==> config.mk <==
export PLATFORM = sky130hd
export DESIGN_NAME = mtap_stitch
export DESIGN_NICKNAME = d
export VERILOG_FILES = /design/src/rtl/mtap_pkg.sv /design/src/rtl/mtap_fsm.sv /design/src/rtl/mtap_regs.sv /design/src/rtl/mtap_route.sv /design/src/rtl/mtap_stitch.sv
export SDC_FILE = /design/constraint.sdc
export NUM_CORES = 1
export LEC_CHECK = 0
export CORE_MARGIN = 3
export CORE_UTILIZATION = 54
export CTS_CLUSTER_SIZE = 40
export DETAILED_ROUTE_END_ITERATION = 10
export PLACE_DENSITY_LB_ADDON = 0.15
export SYNTH_ARGS = -nofsm -noshare
export SYNTH_HDL_FRONTEND = slang
export SYNTH_SLANG_ARGS = --single-unit
==> constraint.sdc <==
create_clock -name tck -period 2.7 [get_ports tck]
set_clock_uncertainty 0.2 [all_clocks]
set_input_delay 0.675 -clock tck [delete_from_list [all_inputs] [get_ports tck]]
set_output_delay 0.675 -clock tck [all_outputs]
set_load 0.05 [all_outputs]
==> src/rtl/mtap_pkg.sv <==
package mtap_pkg;

  typedef enum logic [3:0] {
    ST_TLR, ST_RTI,
    ST_SEL_DR, ST_CAP_DR, ST_SH_DR, ST_EX1_DR, ST_PAU_DR, ST_EX2_DR, ST_UPD_DR,
    ST_SEL_IR, ST_CAP_IR, ST_SH_IR, ST_EX1_IR, ST_PAU_IR, ST_EX2_IR, ST_UPD_IR
  } tap_state_e;

  // Next state of the test port controller for one TCK rising edge.
  function automatic tap_state_e tap_next(input tap_state_e s, input logic m);
    case (s)
      ST_TLR:    return m ? ST_TLR    : ST_RTI;
      ST_RTI:    return m ? ST_SEL_DR : ST_RTI;
      ST_SEL_DR: return m ? ST_SEL_IR : ST_CAP_DR;
      ST_CAP_DR: return m ? ST_EX1_DR : ST_SH_DR;
      ST_SH_DR:  return m ? ST_EX1_DR : ST_SH_DR;
      ST_EX1_DR: return m ? ST_UPD_DR : ST_PAU_DR;
      ST_PAU_DR: return m ? ST_EX2_DR : ST_PAU_DR;
      ST_EX2_DR: return m ? ST_UPD_DR : ST_SH_DR;
      ST_UPD_DR: return m ? ST_SEL_DR : ST_RTI;
      ST_SEL_IR: return m ? ST_TLR    : ST_CAP_IR;
      ST_CAP_IR: return m ? ST_EX1_IR : ST_SH_IR;
      ST_SH_IR:  return m ? ST_EX1_IR : ST_SH_IR;
      ST_EX1_IR: return m ? ST_UPD_IR : ST_PAU_IR;
      ST_PAU_IR: return m ? ST_EX2_IR : ST_PAU_IR;
      ST_EX2_IR: return m ? ST_UPD_IR : ST_SH_IR;
      ST_UPD_IR: return m ? ST_SEL_DR : ST_RTI;
      default:   return ST_TLR;
    endcase
  endfunction

  // Value loaded into the instruction shifter at Capture-IR.
  function automatic logic [15:0] ir_capture_pattern();
    return 16'h0001;
  endfunction

endpackage

==> src/rtl/mtap_fsm.sv <==
module mtap_fsm
  import mtap_pkg::*;
(
  input  logic       tck,
  input  logic       trst_n,
  input  logic       tms,
  output tap_state_e state_q,
  output logic       in_tlr,
  output logic       cap_ir,
  output logic       sh_ir,
  output logic       upd_ir,
  output logic       cap_dr,
  output logic       sh_dr,
  output logic       upd_dr
);

  always_ff @(posedge tck or negedge trst_n) begin
    if (!trst_n) state_q <= ST_TLR;
    else         state_q <= tap_next(state_q, tms);
  end

  assign in_tlr = (state_q == ST_TLR);
  assign cap_ir = (state_q == ST_CAP_IR);
  assign sh_ir  = (state_q == ST_SH_IR);
  assign upd_ir = (state_q == ST_UPD_IR);
  assign cap_dr = (state_q == ST_CAP_DR);
  assign sh_dr  = (state_q == ST_SH_DR);
  assign upd_dr = (state_q == ST_UPD_DR);

endmodule

==> src/rtl/mtap_regs.sv <==
module mtap_regs #(
  parameter int              N      = 4,
  parameter int              IR_W   = 4,
  parameter logic [IR_W-1:0] CFG_OP = 4'h5
) (
  input  logic            tck,
  input  logic            trst_n,
  input  logic            tdi,
  input  logic            in_tlr,
  input  logic            cap_ir,
  input  logic            sh_ir,
  input  logic            upd_ir,
  input  logic            cap_dr,
  input  logic            sh_dr,
  input  logic            upd_dr,
  output logic [N-1:0]    en_q,
  output logic [IR_W-1:0] ir_sr,
  output logic            master_so
);

  localparam logic [IR_W-1:0] IR_CAP = IR_W'(mtap_pkg::ir_capture_pattern());
  localparam logic [IR_W-1:0] IR_BYP = '1;

  logic [IR_W-1:0] ir_q;
  logic [N-1:0]    cfg_sr;
  logic            byp_q;
  logic            cfg_sel;

  assign cfg_sel = (ir_q == CFG_OP);

  always_ff @(posedge tck or negedge trst_n) begin
    if (!trst_n) begin
      ir_sr  <= '0;
      ir_q   <= IR_BYP;
      cfg_sr <= '0;
      en_q   <= '0;
      byp_q  <= 1'b0;
    end else begin
      if (in_tlr) begin
        ir_q <= IR_BYP;
        en_q <= '0;
      end
      if (cap_ir)     ir_sr <= IR_CAP;
      else if (sh_ir) ir_sr <= {tdi, ir_sr[IR_W-1:1]};
      if (upd_ir)     ir_q  <= ir_sr;
      if (cfg_sel) begin
        if (cap_dr)     cfg_sr <= en_q;
        else if (sh_dr) cfg_sr <= {tdi, cfg_sr[N-1:1]};
        if (upd_dr)     en_q   <= cfg_sr;
      end else begin
        if (cap_dr)     byp_q <= 1'b0;
        else if (sh_dr) byp_q <= tdi;
      end
    end
  end

  always_comb begin
    if (sh_ir)        master_so = ir_sr[0];
    else if (cfg_sel) master_so = cfg_sr[0];
    else              master_so = byp_q;
  end

endmodule

==> src/rtl/mtap_route.sv <==
module mtap_route #(
  parameter int N = 4
) (
  input  logic [N-1:0] en,
  input  logic         master_so,
  input  logic [N-1:0] core_tdo,
  output logic [N-1:0] core_tdi,
  output logic         chain_out
);

  // Walk the chain from the master side; a disabled core is skipped.
  always_comb begin
    logic feed;
    feed = master_so;
    for (int k = 0; k < N; k++) begin
      core_tdi[k] = en[k] & feed;
      if (en[k]) feed = core_tdo[k];
    end
    chain_out = feed;
  end

endmodule

==> src/rtl/mtap_stitch.sv <==
module mtap_stitch
  import mtap_pkg::*;
#(
  parameter int              N      = 4,
  parameter int              IR_W   = 4,
  parameter logic [IR_W-1:0] CFG_OP = 4'h5
) (
  input  logic         tck,
  input  logic         trst_n,
  input  logic         tms,
  input  logic         tdi,
  output logic         tdo,
  output logic         core_tck,
  output logic         core_tms,
  output logic [N-1:0] core_tdi,
  input  logic [N-1:0] core_tdo
);

  tap_state_e      state_q;
  logic            in_tlr, cap_ir, sh_ir, upd_ir, cap_dr, sh_dr, upd_dr;
  logic [N-1:0]    en_q;
  logic [IR_W-1:0] ir_sr;
  logic            master_so;

  assign core_tck = tck;
  assign core_tms = tms;

  mtap_fsm u_fsm (
    .tck(tck), .trst_n(trst_n), .tms(tms), .state_q(state_q),
    .in_tlr(in_tlr), .cap_ir(cap_ir), .sh_ir(sh_ir), .upd_ir(upd_ir),
    .cap_dr(cap_dr), .sh_dr(sh_dr), .upd_dr(upd_dr)
  );

  mtap_regs #(.N(N), .IR_W(IR_W), .CFG_OP(CFG_OP)) u_regs (
    .tck(tck), .trst_n(trst_n), .tdi(tdi),
    .in_tlr(in_tlr), .cap_ir(cap_ir), .sh_ir(sh_ir), .upd_ir(upd_ir),
    .cap_dr(cap_dr), .sh_dr(sh_dr), .upd_dr(upd_dr),
    .en_q(en_q), .ir_sr(ir_sr), .master_so(master_so)
  );

  mtap_route #(.N(N)) u_route (
    .en(en_q), .master_so(master_so), .core_tdo(core_tdo),
    .core_tdi(core_tdi), .chain_out(tdo)
  );

endmodule

==> flow_metrics.py <==
metrics = {
    "status": {
        "outcome": "finished with violations",
        "violations": "negative setup slack",
    },
    "sta": {
        "layout_setup_ws_ps": -233,
        "layout_min_cycle_time_ps": 2930,
        "relSlewSlack_pct": 63.9,
        "rsz0062_at_grt": "true",
        "finalCritPeriodShare_pct": 109,
        "fmaxAchievable_mhz": 341,
        "totalNegativeSetupSlack_ps": -896,
        "final-hold-violation-count": 0,
        "timing_max_transition_violations_final": 0,
        "final-setup-viol-count": 5,
        "tightestPinTransition_ps": 537,
    },
    "floorplanning": {
        "die_area_um2": 2940,
        "dieHeight_um": 54.3,
        "core_footprint_um2": 2080,
        "io_pins": 15,
        "start_util_pct": 60.4,
        "fp.dieW_um": 54.3,
        "core.rowCount": 16,
    },
    "min_path": {
        "holdPathEnd": "u_regs.ir_sr[3]",
        "worstHoldPathCells": 2,
        "holdCritStartpoint": "u_regs.ir_sr[3]",
        "type_of_the_most_critical_hold_path": "flip-flop to flip-flop",
    },
    "grt": {
        "grt_total_usage_pct": 22.6,
        "antenna_violations_before_repair": 0,
        "grt.overflow.total": 0,
        "grt_max_degree": 22,
        "grt_pass1_wl_mm": 4.62,
        "first_global_vias": 1091,
    },
    "critical_path": {
        "ff2ff_path_depth": 4,
        "path_delay_family": "flip-flops",
        "worstSetupEndpointType": "output port",
        "r2r-end": "u_regs.en_q[1]",
        "cp_data_required_time_ps": 1820,
        "timing.critical_path.cells": "nand4bb_4, mux2_4, o211ai_1, a21oi_2, buf_12",
        "critPathArrivalTime_ps": 2060,
        "slowest_stage": "sky130_fd_sc_hd__dfstp_2",
        "cp_slowest_stage_delay_ps": 600,
        "start_kind": "flip-flop",
        "worst-setup-path-type": "flip-flop to output port",
        "reg2reg_slack_ps": 680,
        "path_buf_inv": 1,
        "critical_path.max_fanout": 4,
        "reg2reg_from": "u_regs.ir_q[2]",
    },
    "final_layout": {
        "syn_to_final_growth_pct": 29.6,
        "multi_input_combinational_cell_area_um2": 702,
        "layout.area.seq_um2": 531,
        "layout.cells.most_common_list": "sky130_fd_sc_hd__dfrtp_1, sky130_fd_sc_hd__nor2_1, sky130_fd_sc_hd__o21ai_0",
        "diodes": 0,
        "share_of_post_route_cells_with_drive_strength_above_1_pct": 25.9,
        "final_common_cell": "sky130_fd_sc_hd__dfrtp_1",
        "nNetsFinal": 179,
        "layout.filler_cells": 151,
    },
    "pwr": {
        "design_power_total_mw": 1.48,
        "power_per_cell_area_nw_per_um2": 909,
        "leakage_nw": 0.671,
        "ir_worst_vdd_mv": 0.788,
    },
    "synth": {
        "synth_async_sr_flop_share_pct": 100,
        "synthFlopType": "sky130_fd_sc_hd__dfrtp_1",
        "post_synth.cell_area_avg_um2": 8.55,
        "flops_latches_synth": 21,
        "ys_warn_count": 0,
        "ys_types": 36,
        "syn_area_um2": 1260,
        "synth.yosys.seq_area_share_pct": 42.2,
        "syn-instance-count": 147,
        "syn-num-nets": 155,
        "synth-edff-count": 0,
    },
    "clocking": {
        "post_cts_hold_buffer_count": 0,
        "worst_skew_pair.late_latency_ps": 430,
        "tritoncts": "yes",
        "clkSlewWorstSetupHoldPaths_ps": 120,
    },
    "routing": {
        "dr.pass1.iters": 4,
        "routed_wire_length_per_instance_um": 14.1,
        "totalWireLength_mm": 2.78,
        "first_iter_violations": 26,
        "antenna_violating_nets_post_route": 0,
        "detail_route.vias_per_cell": 5.89,
        "drcViolationCount": 0,
        "routed-via-count": 1160,
    },
    "place": {
        "placement.io_buffers": 14,
        "dpl.hpwl_mm": 1.91,
        "place.gp.congestion": 0.791,
    },
    "job": {
        "timing.max_cap.violations": 0,
    },
}
## per-stage QoR
step                      instances  setup slack [ps]  hold WS, ps  util (%)  area [µm²]
after detailed placement        185              -249          309      71.6        1490
after global routing            197              -344          369      78.2        1630
after global placement          185              -220          285      71.6        1490
final                           197              -233          337      78.2        1630
after CTS                       195              -220          341      76.3        1590
after floorplan                 147             -95.5          179         -        1260
## state kept, by name, summed over array words and instances (netlist names)
signal         flops
u_regs.byp_q       1
u_regs.ir_q        4
u_regs.ir_sr       4
u_regs.en_q        4
u_regs.cfg_sr      4
u_fsm.state_q      4
## how the worst max path moves through the flow
stage,startpoint,end,slack (ps),depth (start not counted)
floorplan,u_fsm.state_q[0],core_tdi[3],-100,5
global placement,core_tdo[0],core_tdi[3],-220,6
detailed placement,core_tdo[0],core_tdi[3],-250,6
CTS,u_regs.ir_q[0],tdo,-220,5
global route,u_regs.ir_q[0],tdo,-340,5
finish,u_regs.ir_q[0],tdo,-230,5
## cells by family after synthesis
kind of cell / count (synthesis) / synth area share [%]
XOR/XNOR: 1 / 0.697
buffers and inverters: 17 / 5.97
multiplexers: 5 / 4.18
flip-flops: 21 / 42.2
AO/OA/AOI/OAI: 45 / 22.8
AND/OR/NAND/NOR: 58 / 24.2
## report_power, final
group          internal (mW)  switching [mW]
Combinational          0.322           0.391
Sequential             0.406          0.0649
Clock                  0.122           0.175
## layer usage
metal / GRT usage [%] / wire [µm]
met1: 27.5 / 1200
met2: 36.1 / 1350
met3: 5.72 / 163
met4: 13.3 / 70
met5: 0 / 0
## cell usage after synthesis, types with 2 or more instances
library cell	count	share of area [%]
sky130_fd_sc_hd__dfrtp_1	17	34
sky130_fd_sc_hd__nor2_1	16	4.8
sky130_fd_sc_hd__o21ai_0	16	6.4
sky130_fd_sc_hd__nand2_1	14	4.2
sky130_fd_sc_hd__a21oi_1	10	4.0
sky130_fd_sc_hd__nor2b_1	7	3.5
sky130_fd_sc_hd__clkbuf_1	6	1.8
sky130_fd_sc_hd__inv_1	6	1.8
sky130_fd_sc_hd__nand3_1	6	2.4
sky130_fd_sc_hd__a211oi_1	4	2.4
sky130_fd_sc_hd__a22oi_1	4	2.4
sky130_fd_sc_hd__dfstp_2	4	8.4
sky130_fd_sc_hd__buf_2	3	1.2
sky130_fd_sc_hd__mux2i_1	3	2.4
sky130_fd_sc_hd__nor3_1	3	1.2
sky130_fd_sc_hd__a31o_2	2	1.4
sky130_fd_sc_hd__buf_4	2	1.2
sky130_fd_sc_hd__mux2_2	2	1.8
sky130_fd_sc_hd__nand2b_1	2	0.99
sky130_fd_sc_hd__nor4bb_1	2	1.6
sky130_fd_sc_hd__o211ai_1	2	1.2
sky130_fd_sc_hd__o22ai_1	2	0.99
## worst reg2reg max path, stage by stage (launching register included)
cell                       delay, ps
sky130_fd_sc_hd__dfstp_2         590
sky130_fd_sc_hd__buf_4           120
sky130_fd_sc_hd__nor4bb_1        390
sky130_fd_sc_hd__nand3_1         310
sky130_fd_sc_hd__a31o_2          310
## area by class of cell
class / instances / area share [%]
Clock buffer: 7 / 3.23
Clock inverter: 1 / 0.307
Inverter: 6 / 1.38
Multi-Input combinational cell: 109 / 43.1
Sequential cell: 21 / 32.6
Tap cell: 27 / 2.07
Timing Repair Buffer: 26 / 17.4
## what timing repair did
action                     in CTS  in global routing
setup endpoints to repair       6                  5
gates resized for setup         6                  6
setup buffers                   3                  2
pin swaps                       5                  1
Power figures use the tool's default switching activity.
